**src/rtl/tpb_pkg.sv**
```systemverilog
package tpb_pkg;
    localparam int NUM_CH = 3;
    localparam int BUS_W  = 4;
    localparam int ADDR_W = 4;
    localparam int CNT_W  = 8;
    localparam int PRE_W  = 8;

    typedef enum logic [1:0] {
        DIV_1   = 2'b00,
        DIV_4   = 2'b01,
        DIV_32  = 2'b10,
        DIV_256 = 2'b11
    } div_e;

    typedef struct packed {
        div_e div;
        logic src_fast;
    } chcfg_t;

    typedef struct packed {
        logic cascade;
        logic event_mode;
    } mode_t;

    localparam logic [ADDR_W-1:0] ADR_CFG0  = 4'h0;
    localparam logic [ADDR_W-1:0] ADR_MODE  = 4'h3;
    localparam logic [ADDR_W-1:0] ADR_DATA0 = 4'h4;
    localparam logic [ADDR_W-1:0] ADR_IEN   = 4'hA;
    localparam logic [ADDR_W-1:0] ADR_IFLG  = 4'hB;

    // Low prescaler bits that must all be ones for a divided tick.
    function automatic logic [PRE_W-1:0] div_mask(div_e d);
        case (d)
            DIV_1:   return '0;
            DIV_4:   return PRE_W'(8'h03);
            DIV_32:  return PRE_W'(8'h1F);
            default: return PRE_W'(8'hFF);
        endcase
    endfunction
endpackage

```
**src/rtl/tpb_prescaler.sv**
```systemverilog
module tpb_prescaler
    import tpb_pkg::*;
#(
    parameter int PW = PRE_W
) (
    input  logic clk,
    input  logic rst,
    input  logic src_tick_i,
    input  div_e div_i,
    output logic tick_o
);
    logic [PW-1:0] cnt_q;
    logic [PW-1:0] mask;

    always_ff @(posedge clk) begin
        if (rst) begin
            cnt_q <= '0;
        end else if (src_tick_i) begin
            cnt_q <= cnt_q + 1'b1;
        end
    end

    always_comb begin
        mask   = PW'(div_mask(div_i));
        tick_o = src_tick_i && ((cnt_q & mask) == mask);
    end

    // After a divided tick the low bits wrap to zero, so no ratio above 1 can tick again at once
    assert_no_back_to_back_R2: assert property (@(posedge clk) disable iff (rst)
        (tick_o && div_i != DIV_1) |=> (!tick_o || div_i == DIV_1));
endmodule

```
**src/rtl/tpb_downcnt.sv**
```systemverilog
module tpb_downcnt
    import tpb_pkg::*;
#(
    parameter int CW = CNT_W
) (
    input  logic          clk,
    input  logic          rst,
    input  logic          tick_i,
    input  logic [CW-1:0] reload_i,
    output logic [CW-1:0] count_o,
    output logic          uflow_o
);
    logic [CW-1:0] cnt_q;

    assign uflow_o = tick_i && (cnt_q == '0);
    assign count_o = cnt_q;

    always_ff @(posedge clk) begin
        if (rst) begin
            cnt_q <= '0;
        end else if (uflow_o) begin
            cnt_q <= reload_i;
        end else if (tick_i) begin
            cnt_q <= cnt_q - 1'b1;
        end
    end

    assert_reload_at_zero_R7: assert property (@(posedge clk) disable iff (rst)
        (tick_i && count_o == '0) |=> (count_o == $past(reload_i)));
    assert_step_down_R7: assert property (@(posedge clk) disable iff (rst)
        (tick_i && count_o != '0) |=> (count_o == $past(count_o) - 1'b1));
    assert_hold_without_tick_R7: assert property (@(posedge clk) disable iff (rst)
        !tick_i |=> $stable(count_o));
endmodule

```
**src/rtl/tpb_regs.sv**
```systemverilog
module tpb_regs
    import tpb_pkg::*;
#(
    parameter int NCH = NUM_CH,
    parameter int CW  = CNT_W
) (
    input  logic                     clk,
    input  logic                     rst,
    input  logic                     wr_en_i,
    input  logic [ADDR_W-1:0]        addr_i,
    input  logic [BUS_W-1:0]         wdata_i,
    output logic [BUS_W-1:0]         rdata_o,
    input  logic [NCH-1:0]           uflow_i,
    input  logic [NCH-1:0][CW-1:0]   count_i,
    output chcfg_t [NCH-1:0]         cfg_o,
    output mode_t                    mode_o,
    output logic [NCH-1:0][CW-1:0]   reload_o,
    output logic [NCH-1:0]           irq_o
);
    localparam int NIB = CW / BUS_W;
    localparam int CFG_W = $bits(chcfg_t);
    localparam int MODE_W = $bits(mode_t);

    chcfg_t [NCH-1:0]       cfg_q;
    mode_t                  mode_q;
    logic [NCH-1:0][CW-1:0] reload_q;
    logic [NCH-1:0]         ien_q;
    logic [NCH-1:0]         flag_q;
    logic [NCH-1:0]         clr_vec;

    always_comb begin
        clr_vec = (wr_en_i && addr_i == ADR_IFLG) ? wdata_i[NCH-1:0] : '0;
    end

    always_ff @(posedge clk) begin
        if (rst) begin
            cfg_q    <= '0;
            mode_q   <= '0;
            reload_q <= '0;
            ien_q    <= '0;
            flag_q   <= '0;
        end else begin
            // an underflow in the same cycle outranks the clear
            flag_q <= (flag_q & ~clr_vec) | uflow_i;
            if (wr_en_i) begin
                for (int n = 0; n < NCH; n++) begin
                    if (addr_i == ADDR_W'(ADR_CFG0 + n)) begin
                        cfg_q[n] <= chcfg_t'(wdata_i[CFG_W-1:0]);
                    end
                    for (int k = 0; k < NIB; k++) begin
                        if (addr_i == ADDR_W'(ADR_DATA0 + NIB * n + k)) begin
                            reload_q[n][k*BUS_W +: BUS_W] <= wdata_i;
                        end
                    end
                end
                if (addr_i == ADR_MODE) begin
                    mode_q <= mode_t'(wdata_i[MODE_W-1:0]);
                end
                if (addr_i == ADR_IEN) begin
                    ien_q <= wdata_i[NCH-1:0];
                end
            end
        end
    end

    always_comb begin
        rdata_o = '0;
        for (int n = 0; n < NCH; n++) begin
            if (addr_i == ADDR_W'(ADR_CFG0 + n)) begin
                rdata_o = BUS_W'(cfg_q[n]);
            end
            for (int k = 0; k < NIB; k++) begin
                if (addr_i == ADDR_W'(ADR_DATA0 + NIB * n + k)) begin
                    rdata_o = count_i[n][k*BUS_W +: BUS_W];
                end
            end
        end
        if (addr_i == ADR_MODE) rdata_o = BUS_W'(mode_q);
        if (addr_i == ADR_IEN)  rdata_o = BUS_W'(ien_q);
        if (addr_i == ADR_IFLG) rdata_o = BUS_W'(flag_q);
    end

    assign cfg_o    = cfg_q;
    assign mode_o   = mode_q;
    assign reload_o = reload_q;
    assign irq_o    = flag_q & ien_q;

    assert_flag_only_w1c_R8: assert property (@(posedge clk) disable iff (rst)
        !(wr_en_i && addr_i == ADR_IFLG) |=> (($past(flag_q) & ~flag_q) == '0));
    assert_set_beats_clear_R9: assert property (@(posedge clk) disable iff (rst)
        (|uflow_i) |=> ((flag_q & $past(uflow_i)) == $past(uflow_i)));
    assert_masked_quiet_R10: assert property (@(posedge clk) disable iff (rst)
        (ien_q == '0) |-> (irq_o == '0));
    assert_unmapped_zero_R11: assert property (@(posedge clk) disable iff (rst)
        (addr_i > ADR_IFLG) |-> (rdata_o == '0));
    assert_spare_bits_zero_R11: assert property (@(posedge clk) disable iff (rst)
        (addr_i == ADR_IEN || addr_i == ADR_IFLG) |-> (rdata_o[BUS_W-1:NCH] == '0));
endmodule

```
**src/rtl/timer_prescaler_bank.sv**
```systemverilog
module timer_prescaler_bank
    import tpb_pkg::*;
#(
    parameter int NCH = NUM_CH,
    parameter int CW  = CNT_W
) (
    input  logic              clk,
    input  logic              rst,
    input  logic              tick_slow_i,
    input  logic              tick_fast_i,
    input  logic              event_i,
    input  logic              wr_en_i,
    input  logic [ADDR_W-1:0] addr_i,
    input  logic [BUS_W-1:0]  wdata_i,
    output logic [BUS_W-1:0]  rdata_o,
    output logic [NCH-1:0]    irq_o
);
    chcfg_t [NCH-1:0]       cfg;
    mode_t                  mode;
    logic [NCH-1:0][CW-1:0] reload;
    logic [NCH-1:0][CW-1:0] count;
    logic [NCH-1:0]         ps_tick;
    logic [NCH-1:0]         ch_tick;
    logic [NCH-1:0]         uflow;

    tpb_regs #(.NCH(NCH), .CW(CW)) u_regs (
        .clk      (clk),
        .rst      (rst),
        .wr_en_i  (wr_en_i),
        .addr_i   (addr_i),
        .wdata_i  (wdata_i),
        .rdata_o  (rdata_o),
        .uflow_i  (uflow),
        .count_i  (count),
        .cfg_o    (cfg),
        .mode_o   (mode),
        .reload_o (reload),
        .irq_o    (irq_o)
    );

    for (genvar n = 0; n < NCH; n++) begin : g_ch
        logic src_tick;
        assign src_tick = cfg[n].src_fast ? tick_fast_i : tick_slow_i;

        tpb_prescaler #(.PW(PRE_W)) u_pre (
            .clk        (clk),
            .rst        (rst),
            .src_tick_i (src_tick),
            .div_i      (cfg[n].div),
            .tick_o     (ps_tick[n])
        );

        tpb_downcnt #(.CW(CW)) u_cnt (
            .clk      (clk),
            .rst      (rst),
            .tick_i   (ch_tick[n]),
            .reload_i (reload[n]),
            .count_o  (count[n]),
            .uflow_o  (uflow[n])
        );
    end

    // Mode overrides; channel-0 underflow is formed from its registered count to keep the path acyclic
    always_comb begin
        ch_tick = ps_tick;
        if (mode.event_mode) ch_tick[0] = event_i;
        if (mode.cascade)    ch_tick[1] = ch_tick[0] && (count[0] == '0);
    end

    assert_slow_idle_R1: assert property (@(posedge clk) disable iff (rst)
        (!cfg[NCH-1].src_fast && !tick_slow_i) |=> $stable(count[NCH-1]));
    assert_event_gates_ch0_R3: assert property (@(posedge clk) disable iff (rst)
        (mode.event_mode && !event_i) |=> $stable(count[0]));
    assert_cascade_gates_ch1_R4: assert property (@(posedge clk) disable iff (rst)
        (mode.cascade && !uflow[0]) |=> $stable(count[1]));
endmodule

```
**config.mk**
```make
export PLATFORM = sky130hd
export DESIGN_NAME = timer_prescaler_bank
export DESIGN_NICKNAME = d
export VERILOG_FILES = /design/src/rtl/tpb_pkg.sv /design/src/rtl/tpb_prescaler.sv /design/src/rtl/tpb_downcnt.sv /design/src/rtl/tpb_regs.sv /design/src/rtl/timer_prescaler_bank.sv
export SDC_FILE = /design/constraint.sdc
export NUM_CORES = 1
export LEC_CHECK = 0
export BUFFER_PORTS_ARGS = -buffer_cell sky130_fd_sc_hd__buf_2
export CAP_MARGIN = 20
export CORE_MARGIN = 3
export CORE_UTILIZATION = 35
export CTS_CLUSTER_DIAMETER = 50
export CTS_CLUSTER_SIZE = 20
export DETAILED_ROUTE_END_ITERATION = 16
export GPL_ROUTABILITY_DRIVEN = 0
export PLACE_DENSITY = 0.54
export RECOVER_POWER = 25
export SYNTH_ARGS = -nofsm -noshare
export SYNTH_HDL_FRONTEND = slang
export SYNTH_HIERARCHICAL = 1
export SYNTH_SLANG_ARGS = --single-unit
```
**constraint.sdc**
```tcl
create_clock -name clk -period 2.94 [get_ports clk]
set_input_delay 0.294 -clock clk [delete_from_list [all_inputs] [get_ports clk]]
set_output_delay 0.294 -clock clk [all_outputs]
set_load 0.02 [all_outputs]
```
; ---- After elaboration in Yosys (flattened, before gate mapping)
; Cells that the tools add are included.
[totals]
ff_bits = 89
latchBits = 0
ram_bits = 0
rom_bits = 0
out_inout_bits = 7
wordCells = 110
memories = 0
[classes]
n_addsub = 6
n_mul = 0
div_mod_pow = 0
n_lt_le_gt_ge = 0
n_eq_ne = 20
shift = 0
n_mux = 27
bitwise = 7
reduce_logical = 28
[ops]
columns = operator, count
row1 = 8-bit case mux with 3 select lines, 3
row2 = 8-bit two-way mux, 6
row3 = 4-bit two-way mux, 11
row4 = 8-bit by 1-bit adder with 8-bit output (second input constant), 3
row5 = 8-bit bitwise AND, 3
row6 = 8-bit == test, 3
row7 = 8-bit logical NOT, 3
row8 = 8-bit by 1-bit subtractor with 8-bit output (second input constant), 3
row9 = 2-bit AND reduction, 11
row10 = 4-bit by 3-bit == test with 1-bit output (second input constant), 4
row11 = 4-bit == test (second input constant), 4
row12 = 4-bit by 2-bit == test with 1-bit output (second input constant), 2
row13 = 1-bit logical AND, 7
row14 = 3-bit bitwise AND, 2
row15 = 2-bit by 1-bit == test with 1-bit output (second input constant), 3
row16 = 2-bit == test (second input constant), 3
row17 = 2-bit logical NOT, 3
row18 = 3-bit two-way mux, 2
row19 = 2-bit nonzero test, 3
row20 = 1-bit two-way mux, 5
row21 = 4-bit by 1-bit == test with 1-bit output (second input constant), 1
row22 = 4-bit logical NOT, 1
row23 = 3-bit inverter, 1
row24 = 3-bit bitwise OR, 1

; ---- Longest topological paths before layout
; Gate-level depths: netlist of run 1.
[logic_depth]
depth_word = 13
ltp_mapped = 10

; ---- Cells and area by module
; Netlist of run 1, hierarchy kept.
[by_module_without_submodules]
columns = mod, instances, cells_each, area_per_inst_um2, seq_area_each_um2
row1 = tpb_regs, 1, 252, 2130.8, 820.8
row2 = tpb_downcnt, 3, 65, 521.8, 160.2
row3 = tpb_prescaler, 3, 43, 374.1, 160.2
row4 = timer_prescaler_bank, 1, 8, 77.6, 0.0

; ---- Least setup slack after synthesis of run 1
; OpenSTA, ideal clock, no wires.
[synth_path]
kind = register -> register
startpoint = register u_regs.cfg_q, in the netlist u_regs/cfg_o[0]
endpoint = register g_ch[1].u_cnt.cnt_q[1]
setup_ps = 117
arrival_time_ps = 2221
required_ps = 2823
slack_ps = 602
stages_incl_launch_ff = 10
n_path_buf = 2
path_cell_list = dfxtp_1 > mux2_2 > buf_4 > and4_1 > mux2_4 > a41o_1 > or4b_1 > buf_2 > or3_1 > a32o_1
[synth_between]
elab_chain_len = 7
elab_cells_between_ends = 8
classes_between = 4 x mux / 4 x reduce/logical
[synth_rtl]
columns = element, line
row1 = start: declaration, tpb_regs.sv:24  ; chcfg_t [NCH-1:0] cfg_q;
row2 = start signal: indexed assignment, tpb_regs.sv:48  ; cfg_q[n] <= chcfg_t'(wdata_i[CFG_W-1:0]);
row3 = 1-bit two-way mux (*), timer_prescaler_bank.sv:43  ; assign src_tick = cfg[n].src_fast ? tick_fast_i : tick_slow_i;
row4 = via g_ch[0].src_tick, timer_prescaler_bank.sv:42  ; logic src_tick;
row5 = 1-bit logical AND (*), tpb_prescaler.sv:25  ; tick_o = src_tick_i && ((cnt_q & mask) == mask);
row6 = via ps_tick[0], timer_prescaler_bank.sv:22  ; logic [NCH-1:0] ps_tick;
row7 = 1-bit two-way mux (*), timer_prescaler_bank.sv:66  ; if (mode.event_mode) ch_tick[0] = event_i;
row8 = via ch_tick[0], timer_prescaler_bank.sv:23  ; logic [NCH-1:0] ch_tick;
row9 = 1-bit logical AND (*), timer_prescaler_bank.sv:67  ; if (mode.cascade) ch_tick[1] = ch_tick[0] && (count[0] == '0);
row10 = 1-bit two-way mux (*), timer_prescaler_bank.sv:67
row11 = via ch_tick[1], timer_prescaler_bank.sv:23
row12 = 1-bit logical AND, tpb_downcnt.sv:15  ; assign uflow_o = tick_i && (cnt_q == '0);
row13 = 8-bit two-way mux or 2-bit nonzero test (tied branches), -
row14 = end signal: assignment, tpb_downcnt.sv:22  ; cnt_q <= reload_i;
row15 = end signal: assignment, tpb_downcnt.sv:24  ; cnt_q <= cnt_q - 1'b1;
row16 = end: declaration, tpb_downcnt.sv:13  ; logic [CW-1:0] cnt_q;
; The timed path passes the listed nets; every way through them passes the cells marked *.
; A chain may end at the register's enable or synchronous reset.

; ---- Final worst setup path of run 1
[layout_path]
startpoint = register g_ch[0].u_pre.cnt_q[2]
endpoint = register g_ch[1].u_cnt.cnt_q[1]
[layout_between]
elab_chain_len = 8
elab_cells_between_ends = 9
classes_between = 1 x eq/ne / 3 x mux / 1 x bitwise / 4 x reduce/logical
[layout_rtl]
columns = element, line
row1 = start: declaration, tpb_prescaler.sv:12  ; logic [PW-1:0] cnt_q;
row2 = start signal: assignment, tpb_prescaler.sv:19  ; cnt_q <= cnt_q + 1'b1;
row3 = 8-bit bitwise AND (*), tpb_prescaler.sv:25
row4 = 8-bit == test (*), tpb_prescaler.sv:25
row5 = 1-bit logical AND (*), tpb_prescaler.sv:25
row6 = via ps_tick[0], timer_prescaler_bank.sv:22
row7 = 1-bit two-way mux (*), timer_prescaler_bank.sv:66
row8 = via ch_tick[0], timer_prescaler_bank.sv:23
row9 = 1-bit logical AND (*), timer_prescaler_bank.sv:67
row10 = 1-bit two-way mux (*), timer_prescaler_bank.sv:67
row11 = via ch_tick[1], timer_prescaler_bank.sv:23
row12 = 1-bit logical AND, tpb_downcnt.sv:15
row13 = 8-bit two-way mux or 2-bit nonzero test (tied branches), -
; Marks and branches as above.

==> flow_summary.ini, run 1 <==
[status]
status = finished, violations left
violations = capacitance limit, slew limit

[logic_synthesis]
synthTopCellsByArea = dfxtp_1, mux2i_1, nor2_1
yosysTopAreaCellShare = 0.3639
ys_types = 69
netlist_area_mm2 = 0.004896
postSynthCellCount = 584
synth-warning-count = 6
synth_top_area_cell = dfxtp_1
async_reset_ff_frac = 0
avgSynthCellArea_um2 = 8.383
ys.flop_type = dfxtp_1
ys_seq_area_frac = 0.3639
ys_ff_latch = 89
syn_nets = 604
synth_edf_count = 0

[sta]
period_needed_ns = 2.672
worst_slew_pin_slew_ns = 2.255
fin_skew_ns = 0.006042
rsz0062_at_grt = false
hold_violations = 0
setup_viol = 0
max_clock_freq_mhz = 374.2
setup_ws_ns = 0.2677
slew_headroom = -0.5032
fin_crit_sh = 0.9089
drv_slew = 50
setup_tns_ns = 0
fin_hold_ws_ns = 0.3190

[clock_tree]
clk_path_buf_depth = 2
clkLatencyLatePin_ns = 0.34
cts_root_buf = clkbuf_16
postCtsSetupBuffers = 0
cts.repair.resized = 0
numCtsBuffers = 9
clk_pin_slew_ns = 0.06
cts.sink_count = 89
cts_hold_buf = 0
cts_tree = done
cts_max_level = 3

[worst_setup_path]
critPathSlowestCell = or4b_1
critPathArrivalTime_ns = 2.90
endpoint_kind = flip-flop
worst_path_dominant_cell_family = simple AND/OR/NAND/NOR gates
r2r_start = g_ch[0].u_pre/cnt_q[2]
path_buf_inv = 0
start_kind = flip-flop
critPathKind = reg2reg
crit_chain = nand3_2 -> o21ai_0 -> and4_1 -> mux2_4 -> a41o_1 -> or4b_1 -> or3_1 -> a32o_1
max_stage_delay_ns = 0.56
crit_fanout = 13
required_ns = 3.17
startpoint = g_ch[0].u_pre/cnt_q[2]

[placement]
post-dp-hpwl_mm = 8.887
port_buffers = 20
pre_cts_slack_ns = 0.2991

[floorplan]
core_area_mm2 = 0.01345
ios = 21
fp-row-count = 42
start_util = 0.3639
die_w_um = 124.3
die_area_mm2 = 0.01544
die_height_um = 124.3

[route]
via_per_inst = 5.606
drt_pre_antenna_iters = 5
ant_nets = 0
vias = 4272
postRouteWirelength_mm = 12.67
wire_per_inst_um = 16.62
drt_iter0_markers = 356
drc = 0

[finish]
final_common_cell = dfxtp_1
drive_above_1_share = 0.1160
area_growth_pct = 8.484
antenna_cells = 0
final_nets = 603
final_cell_mix = dfxtp_1, nor2_1, nand2_1, o21ai_0, mux2i_1

[job]
max-cap-violations = 1

[global_routing]
grt_use_total = 0.1654
grt_pass1_wl_mm = 20.90
grt_max_degree = 50
first_global_vias = 3938
antenna_found_initial = 0
grt-ovfl-total = 0

[power_and_ir_drop]
seq_power_share = 0.441
power_density_mw_per_mm2 = 674.5
peakVddDrop_v = 0.0003300
p_leak_nw = 1.855
power.net_switching_mw = 1.227
power_frac_comb = 0.261
power.clock.fraction = 0.297
power.share.switching = 0.3424
internal_power_mw = 2.356

[min_path]
hp-start = wdata_i[3]
hold_path_class = in2reg
-- cell type report --
type / count / area (µm²)
Inverter: 14 / 52.55
Timing Repair Buffer: 26 / 132.6
Clock inverter: 3 / 17.52
Sequential cell: 89 / 1782
Multi-Input combinational cell: 443 / 2854
Tap cell: 176 / 220.2
Clock buffer: 11 / 252.7
Fill cell: 1401 / 8142
-- worst paths after layout --
path	to	slack, ns	cells after the start
hold reg to reg	u_regs/reload_o[17]	0.47	2
setup reg to reg	g_ch[1].u_cnt/count_o[1]	0.27	8
setup / recovery	g_ch[1].u_cnt/count_o[1]	0.27	8
hold / removal	u_regs/reload_o[19]	0.32	3
-- power by group through the flow --
stage	clock network, mW	logic [mW]	registers (mW)
after global routing	1.15	1.06	1.61
after CTS	1.10	0.926	1.58
after detailed placement	0	0.920	1.60
final	1.06	0.937	1.58
after global placement	0	0.904	1.60
after floorplan	0	0.776	1.51
-- synth_stat cells, drive strengths merged, types with 2 or more instances --
master,n
dfxtp,89
nor2,72
nand2,41
o21ai,40
mux2i,36
a21oi,33
buf,26
nand3,26
nor3,22
inv,14
nor2b,14
or3,14
clkbuf,12
or4,12
nand4,9
xor2,9
and2,6
ha,6
mux2,6
nand3b,6
nor4b,6
o211ai,6
o31ai,6
or4b,6
a211oi,5
nand2b,5
nor3b,5
a2111oi,4
a31oi,4
and2b,4
a311o,3
a32o,3
a41oi,3
and4,3
nor4,3
o41ai,3
xnor2,3
o22ai,2
-- metal layers --
layer,global-route usage,up-vias,share of wire
li1,-,2122,-
met1,0.2326,2035,0.49
met2,0.2545,95,0.45
met3,0.02787,20,0.038
met4,0.06125,0,0.021
met5,0,-,0
-- metrics by stage --
stage	area, µm²	util	cells	power, mW
after detailed placement	5047	0.3752	748	2.523
after global routing	5311	0.3948	762	3.826
after floorplan	4896	-	584	2.286
final	5311	0.3948	762	3.583
after global placement	5047	0.3752	748	2.501
after CTS	5318	0.3953	762	3.599
-- state kept, by name (all words and copies together), names as in the netlist --
signal / count
g_ch.u_pre/cnt_q: 24
u_regs/mode_o: 2
u_regs/ien_q: 3
g_ch.u_cnt/count_o: 24
u_regs/cfg_o: 9
u_regs/flag_q: 3
u_regs/reload_o: 24
-- kinds of logic after synthesis --
group,count (synthesis),share of synthesized area
simple gates,259,0.2919
flops,89,0.3639
fa+ha+maj,6,0.01533
mux,43,0.09277
xor+xnor,12,0.02147
compound gates,123,0.1602
buf+inv,52,0.05443
-- worst min-delay path, delay by kind of cell --
kind,cells,cell delay [ns]
AOI/OAI and AO/OA,1,0.05
buffers and inverters,1,0.17
and+or+nand+nor,1,0.09
(Power assumes the default switching activity.)
==> inputs of run 2 (changes only) <==
PLACE_DENSITY = default   (was 0.54)
==> flow_summary.ini, run 2 (synthesized netlist as in run 1, its figures left out) <==
[placement]
port_buffers = 20
pre_cts_slack_ns = 0.3342
post-dp-hpwl_mm = 9.046

[clock_tree]
clk_pin_slew_ns = 0.06
clk_path_buf_depth = 2
cts_hold_buf = 0
cts_root_buf = clkbuf_16
clkLatencyLatePin_ns = 0.34
cts_max_level = 3
cts_tree = done
cts.sink_count = 89
numCtsBuffers = 9

[sta]
fin_hold_ws_ns = 0.3372
rsz0062_at_grt = false
hold_violations = 0
setup_tns_ns = 0
fin_crit_sh = 0.8935
setup_viol = 0
fin_skew_ns = 0.007654
drv_slew = 51
max_clock_freq_mhz = 380.7
slew_headroom = -0.5594
setup_ws_ns = 0.3133
period_needed_ns = 2.627
worst_slew_pin_slew_ns = 2.339

[worst_setup_path]
max_stage_delay_ns = 0.56
endpoint_kind = flip-flop
start_kind = flip-flop
path_buf_inv = 0
critPathSlowestCell = or4b_1
crit_fanout = 13
r2r_start = g_ch[0].u_pre/cnt_q[2]
critPathArrivalTime_ns = 2.86
startpoint = g_ch[0].u_pre/cnt_q[2]
r2r_slack_ns = 0.31
required_ns = 3.17
crit_chain = nand3_2 -> o21ai_0 -> and4_1 -> mux2_4 -> a41o_1 -> or4b_1 -> or3_1 -> a32o_1
critPathKind = reg2reg
worst_path_dominant_cell_family = simple AND/OR/NAND/NOR gates

[status]
violations = capacitance limit, slew limit
status = finished, violations left

[power_and_ir_drop]
finalPower_mw = 3.795
power_density_mw_per_mm2 = 707.2
peakVddDrop_v = 0.0003381
p_leak_nw = 1.881

[finish]
drive_above_1_share = 0.1171
antenna_cells = 0
area_growth_pct = 9.609
final_nets = 604
fin_util = 0.3989
final_cell_mix = dfxtp_1, nor2_1, nand2_1, o21ai_0, mux2i_1
final_common_cell = dfxtp_1

[global_routing]
first_global_vias = 4195
grt_max_degree = 51
grt_use_total = 0.1668
grt_pass1_wl_mm = 21.20
antenna_found_initial = 0
grt-ovfl-total = 0

[floorplan]
start_util = 0.3639
die_w_um = 124.3
core_area_mm2 = 0.01345
fp-row-count = 42
die_height_um = 124.3
die_area_mm2 = 0.01544
ios = 21

[min_path]
hold_path_class = in2reg
hp-start = wdata_i[3]

[route]
drt_iter0_markers = 390
drc = 0
wire_per_inst_um = 16.85
postRouteWirelength_mm = 12.89
vias = 4378
ant_nets = 0
via_per_inst = 5.723
drt_pre_antenna_iters = 4

[job]
max-cap-violations = 1
==> run 2: per-layer routing <==
layer,vias up,GRT usage,share of wire
met5,-,0,0
met1,2083,0.2098,0.45
met4,0,0.07930,0.035
met3,33,0.03087,0.045
li1,2132,-,-
met2,130,0.2754,0.47
==> run 2: report_power, final <==
group	internal (mW)	switching (mW)	total [mW]
Clock	0.769	0.484	1.25
Combinational	0.416	0.537	0.953
Sequential	1.34	0.248	1.59
==> run 2: cell type report <==
| type | count | area, µm² |
|---|---|---|
| Timing Repair Buffer | 27 | 143.9 |
| Multi-Input combinational cell | 443 | 2840 |
| Clock buffer | 10 | 239.0 |
| Sequential cell | 89 | 1782 |
| Tap cell | 176 | 220.2 |
| Clock inverter | 6 | 88.84 |
| Inverter | 14 | 52.55 |
| Fill cell | 1375 | 8087 |
==> run 2: worst paths after layout <==
path | cells past startpoint | to
worst min register to register | 2 | u_regs/reload_o[17]
worst max register to register | 8 | g_ch[1].u_cnt/count_o[1]
worst min-delay path | 3 | u_regs/reload_o[19]
worst max-delay path | 8 | g_ch[1].u_cnt/count_o[1]
==> run 2: worst min-delay path, cell delays in order <==
cell and delay, ns:
buf_2 0.17, nand3_1 0.09, a21oi_1 0.06
==> run 2: repair_timing <==
action | 4_1_cts | 5_1_grt
endpoints found under the hold margin | 0 | 0
setup buffers | 0 | 0
gates resized for setup | 0 | 1
endpoints found under the setup margin | 0 | 1
==> run 2: through the flow <==
stage	instance area (µm²)	std cells
2_1_floorplan	4896	584
3_3_place_gp	5055	749
3_5_place_dp	5055	749
4_1_cts	5383	765
5_1_grt	5366	765
6_report	5366	765
